[config.mk]
export PLATFORM = sky130hd
export DESIGN_NAME = rtc_index_port
export DESIGN_NICKNAME = d
export VERILOG_FILES = /design/src/rtl/rtc_index_port.sv
export SDC_FILE = /design/constraint.sdc
export NUM_CORES = 1
export LEC_CHECK = 0
export BUFFER_PORTS_ARGS = -buffer_cell sky130_fd_sc_hd__buf_4
export CAP_MARGIN = 40
export CORE_UTILIZATION = 45
export CTS_BUF_LIST = sky130_fd_sc_hd__clkbuf_8
export DETAILED_ROUTE_END_ITERATION = 8
export PLACE_DENSITY = 0.79
export SLEW_MARGIN = 20
export SYNTH_ARGS = -nofsm -noshare
export SYNTH_HDL_FRONTEND = slang
export SYNTH_SLANG_ARGS = --single-unit
[constraint.sdc]
create_clock -name clk -period 2.35 [get_ports clk]
set_input_delay 0.3525 -clock clk [delete_from_list [all_inputs] [get_ports clk]]
set_output_delay 0.3525 -clock clk [all_outputs]
set_load 0.02 [all_outputs]
[src/rtl/rtc_index_port.sv]
module rtc_index_port #(
  parameter int CLK_HZ  = 200_000_000,
  parameter int TICK_HZ = 1024,
  parameter int YEAR_OFS = 52
) (
  input  logic       clk,
  input  logic       rst_n,
  input  logic       bus_wr,
  input  logic       bus_rd,
  input  logic       bus_sel,
  input  logic [7:0] bus_wdata,
  output logic [7:0] bus_rdata,
  output logic       bus_err,
  input  logic [7:0] init_sec,
  input  logic [7:0] init_min,
  input  logic [7:0] init_hour,
  input  logic [7:0] init_wday,
  input  logic [7:0] init_mday,
  input  logic [7:0] init_mon,
  input  logic [7:0] init_year,
  input  logic       irq_ack,
  output logic       irq,
  output logic [7:0] misc_stat
);
  localparam int DIV = CLK_HZ / TICK_HZ;
  localparam int CW  = (DIV > 1) ? $clog2(DIV) : 1;
  localparam logic [7:0] YOFS = 8'(YEAR_OFS);

  logic [7:0] idx;
  logic       uip;
  logic [7:0] t_sec, t_min, t_hour, t_wday, t_mday, t_mon, t_year;
  logic [CW-1:0] div_cnt;
  logic       tick;
  logic       pend;
  logic [7:0] data_val;
  logic       data_bad;

  wire data_rd = bus_rd && bus_sel;
  wire data_wr = bus_wr && bus_sel;
  wire rd_ctl_a = data_rd && (idx == 8'h0A);

  always_ff @(posedge clk) begin
    if (!rst_n) begin
      idx    <= 8'h00;
      t_sec  <= init_sec;
      t_min  <= init_min;
      t_hour <= init_hour;
      t_wday <= init_wday;
      t_mday <= init_mday;
      t_mon  <= init_mon;
      t_year <= init_year;
    end else if (bus_wr && !bus_sel) begin
      idx <= bus_wdata;
    end
  end

  always_ff @(posedge clk) begin
    if (!rst_n)        uip <= 1'b1;
    else if (rd_ctl_a) uip <= ~uip;
  end

  assign tick = (div_cnt == CW'(DIV - 1));

  always_ff @(posedge clk) begin
    if (!rst_n)    div_cnt <= '0;
    else if (tick) div_cnt <= '0;
    else           div_cnt <= div_cnt + 1'b1;
  end

  always_ff @(posedge clk) begin
    if (!rst_n)       pend <= 1'b0;
    else if (tick)    pend <= 1'b1;
    else if (irq_ack) pend <= 1'b0;
  end

  always_comb begin
    data_bad = 1'b0;
    case (idx)
      8'h00:   data_val = t_sec;
      8'h02:   data_val = t_min;
      8'h04:   data_val = t_hour;
      8'h06:   data_val = t_wday;
      8'h07:   data_val = t_mday;
      8'h08:   data_val = t_mon + 8'd1;
      8'h09:   data_val = t_year - YOFS;
      8'h0A:   data_val = {uip, 7'h26};
      8'h0B:   data_val = 8'h46;
      8'h0C:   data_val = 8'h00;
      default: begin
        data_val = 8'h00;
        data_bad = 1'b1;
      end
    endcase
  end

  assign bus_rdata = !bus_rd ? 8'h00 : (bus_sel ? data_val : idx);
  assign bus_err   = data_wr || (data_rd && data_bad);
  assign irq       = pend;
  assign misc_stat = {pend, 7'b0};
endmodule


==> impl_metrics.py <==
metrics = {
    "synth": {
        "synth_cell_types": 54,
        "synth-xor-area-share": 0.0596,
        "ys_seq_area_frac": 0.587,
        "muxShareOfSynthArea": 0.0511,
        "synthAdderAreaFrac": 0.00983,
        "ys_async_sr_fraction": 0,
        "syn_avg_cell_area_um2": 11.6,
        "ys_seq_elements": 84,
        "synth_top_family_by_area": "simple AND/OR/NAND/NOR gates",
        "synth_ff_type": "edfxtp_1",
        "synth_cells": 328,
        "synth_edf_count": 56,
        "synth-simple-area-share": 0.157,
        "yosysWarnings": 0,
        "synth-compound-area-share": 0.0970,
        "syn-cell-area_mm2": 0.00382,
    },
    "clock_network": {
        "cts_made_buffers": 9,
        "root_buffer": "clkbuf_8",
        "clk_pin_slew_ps": 90,
        "cts.sinks": 84,
        "tritoncts": "built",
        "clk_latency_ps": 350,
        "cts_max_path_buffers": 2,
        "h-tree-depth": 3,
        "hold_buffers": 0,
    },
    "timing": {
        "tightest_slew_ps": 564,
        "grt_setup_unrepaired": "yes",
        "worst_hold_slack_ps": 163,
        "min_period_ps": 2480,
        "skew_ps": 6.36,
        "finalHoldViolCount": 0,
        "drv_slew": 0,
        "slew_headroom": 0.623,
        "final-setup-viol-count": 6,
        "min_period_over_period": 1.05,
        "fmax_mhz": 404,
        "postLayoutSetupSlackWorst_ps": -128,
    },
    "critical_path": {
        "arrival_ps": 2130,
        "worst-path-max-fanout": 4,
        "max_stage_delay_ps": 580,
        "start_kind": "flop",
        "r2r_slack_ps": 540,
        "worst_ep_required_time_ps": 2000,
        "cp_cell_sequence": "or4_4, nor2_1, o21ai_1, o211ai_1, a22o_2, buf_6",
        "end_kind": "output port",
        "critPathKind": "flop to output port",
        "cp_slowest_cell": "or4_4",
    },
    "finish": {
        "regArea_mm2": 0.00226,
        "syn2layout_area_growth_pct": 32.4,
        "layoutNonFillerInstCount": 541,
        "largest_reg_flops": 18,
        "fill_cells": 649,
        "multi_input_area_mm2": 0.00161,
        "regMostFlops": "div_cnt",
        "final_area_mm2": 0.00505,
        "finalNetCount": 504,
        "drive_above_1_share": 0.378,
        "n_antenna_cell": 0,
    },
    "route": {
        "wl_mm": 8.68,
        "ant_nets": 0,
        "drt_iter0_drc": 142,
        "vias": 2957,
        "drtPass1Iterations": 5,
        "drc": 0,
        "vias_per_cell": 5.47,
        "wl_per_cell_um": 16.0,
    },
    "place": {
        "dp_cells": 514,
        "io_buffers": 80,
        "dp_hpwl_mm": 6.08,
        "post_dp_cell_area_mm2": 0.00459,
        "pre_cts_ws_ps": 90.6,
        "gp_congestion": 0.958,
    },
    "run": {
        "drv_cap": 0,
    },
    "global_route": {
        "grt_max_degree": 40,
        "grt_pass1_vias": 2848,
        "antenna_found_initial": 0,
        "grt_overflow": 0,
        "grt_pass1_wl_mm": 13.1,
        "grt_usage": 0.199,
    },
    "floorplanning": {
        "coreArea_mm2": 0.00822,
        "row_count": 33,
        "die_w_um": 94.1,
        "dieArea_mm2": 0.00886,
        "io-pin-count": 88,
        "die_height_um": 94.1,
        "initial_core_util": 0.465,
    },
    "worst_hold_path": {
        "hp-class": "primary input to flop",
    },
    "power_and_ir_drop": {
        "p_leak_nw": 1.91,
        "ir_worst_vdd_mv": 0.305,
        "cellPowerDensity_mw_per_mm2": 623,
    },
    "status": {
        "violations": "negative setup slack",
        "outcome": "complete, but fails checks",
    },
}
[metal layers]
layer  global-route usage  share of wire
met1                0.234           0.41
met2                0.338           0.50
met3               0.0518          0.057
met4               0.0949          0.024
met5                    0              0
[final cells by class]
class,count,area share
clock inverters,7,0.0116
repair buffers,108,0.170
flip-flops and latches,84,0.446
multi-input cells,223,0.318
inverters,5,0.00371
clock buffers,9,0.0245
well taps,105,0.0260
[timing repair]
| action | 4_1_cts | 5_1_grt |
|---|---|---|
| pin swaps | 16 | 12 |
| resized for setup | 35 | 21 |
| buffers inserted | 7 | 4 |
| cloned | 0 | 0 |
| setup endpoints to repair | 8 | 8 |
[metrics by stage]
step | setup TNS (ps) | util | power [mW]
after floorplan | 0 | - | 1.96
after global placement | 0 | 0.559 | 2.15
after detailed placement | 0 | 0.559 | 2.15
after CTS | -274 | 0.599 | 3.13
after global routing | -777 | 0.615 | 3.27
final | -307 | 0.615 | 3.15
[worst paths after layout]
check	start	to	cells past startpoint
worst max register to register	div_cnt[0]	div_cnt[12]	6
worst max-delay path	idx[5]	bus_rdata[2]	6
worst min-delay path	init_year[5]	t_year[5]	1
worst min register to register	div_cnt[0]	div_cnt[0]	1
[cell usage in the layout, fill, tap and decap left out, types with 3 or more instances in the layout]
master    count
mux2i_1      15
nor4_1        4
nand3_1      21
o21ai_1       5
a32oi_1       4
buf_4        98
a21oi_2       3
conb_1        7
nand2b_1      3
dfxtp_2       5
xnor2_1      16
a221oi_2      3
clkbuf_8      9
a221o_1       3
o211ai_1      3
nor3_1        3
a21oi_1       8
inv_6         3
nor2b_1       4
edfxtp_1     56
buf_6         9
o21ai_0       6
inv_1         4
and3_1        7
xor2_1       10
dfxtp_1      21
nand4_1       3
nand2_1      12
mux2_2        3
nor2_1       37
[cell usage after synthesis, types with 2 or more instances]
| library cell | instances | share of area |
|---|---|---|
| a211oi_1 | 2 | 0.0039 |
| a21oi_1 | 11 | 0.014 |
| a221o_1 | 3 | 0.0079 |
| a221oi_1 | 3 | 0.0069 |
| a22oi_1 | 3 | 0.0059 |
| a2bb2oi_1 | 2 | 0.0046 |
| a32oi_1 | 4 | 0.0092 |
| and3_1 | 7 | 0.011 |
| buf_2 | 8 | 0.010 |
| buf_4 | 8 | 0.016 |
| clkbuf_1 | 5 | 0.0049 |
| dfxtp_1 | 28 | 0.15 |
| edfxtp_1 | 56 | 0.44 |
| ha_1 | 3 | 0.0098 |
| inv_1 | 4 | 0.0039 |
| mux2_2 | 4 | 0.012 |
| mux2i_1 | 15 | 0.039 |
| nand2_1 | 12 | 0.012 |
| nand2b_1 | 4 | 0.0066 |
| nand3_1 | 22 | 0.029 |
| nand4_1 | 3 | 0.0049 |
| nand4b_1 | 2 | 0.0046 |
| nor2_1 | 40 | 0.039 |
| nor2b_1 | 6 | 0.0098 |
| nor3_1 | 4 | 0.0052 |
| nor4_1 | 4 | 0.0066 |
| o211ai_1 | 3 | 0.0059 |
| o21ai_0 | 12 | 0.016 |
| xnor2_1 | 16 | 0.037 |
| xor2_1 | 10 | 0.023 |
[power breakdown]
part / total [mW] / internal, mW / leakage (nW) / switching (mW)
sequential: 1.73 / 1.67 / 0.779 / 0.0532
clock: 0.950 / 0.398 / 0.0868 / 0.552
combinational: 0.472 / 0.246 / 1.05 / 0.225
[critical path: cells and delay by family, from the launching register on]
family / cells / cell delay, ps
buffers and inverters: 1 / 110
and+or+nand+nor: 2 / 860
AOI/OAI and AO/OA: 3 / 460
DFF: 1 / 340
[kinds of logic (layout without fill, tap and decap cells)]
family | Yosys count | in the layout
other | 1 | 7
xor gates and xnor gates | 26 | 26
DFF | 84 | 84
buffers and inverters | 27 | 129
AOI/OAI and AO/OA | 53 | 53
muxes | 19 | 19
adders and majority gates | 3 | 3
and+or+nand+nor | 115 | 115
No activity file was read; power rests on OpenSTA's default activity.
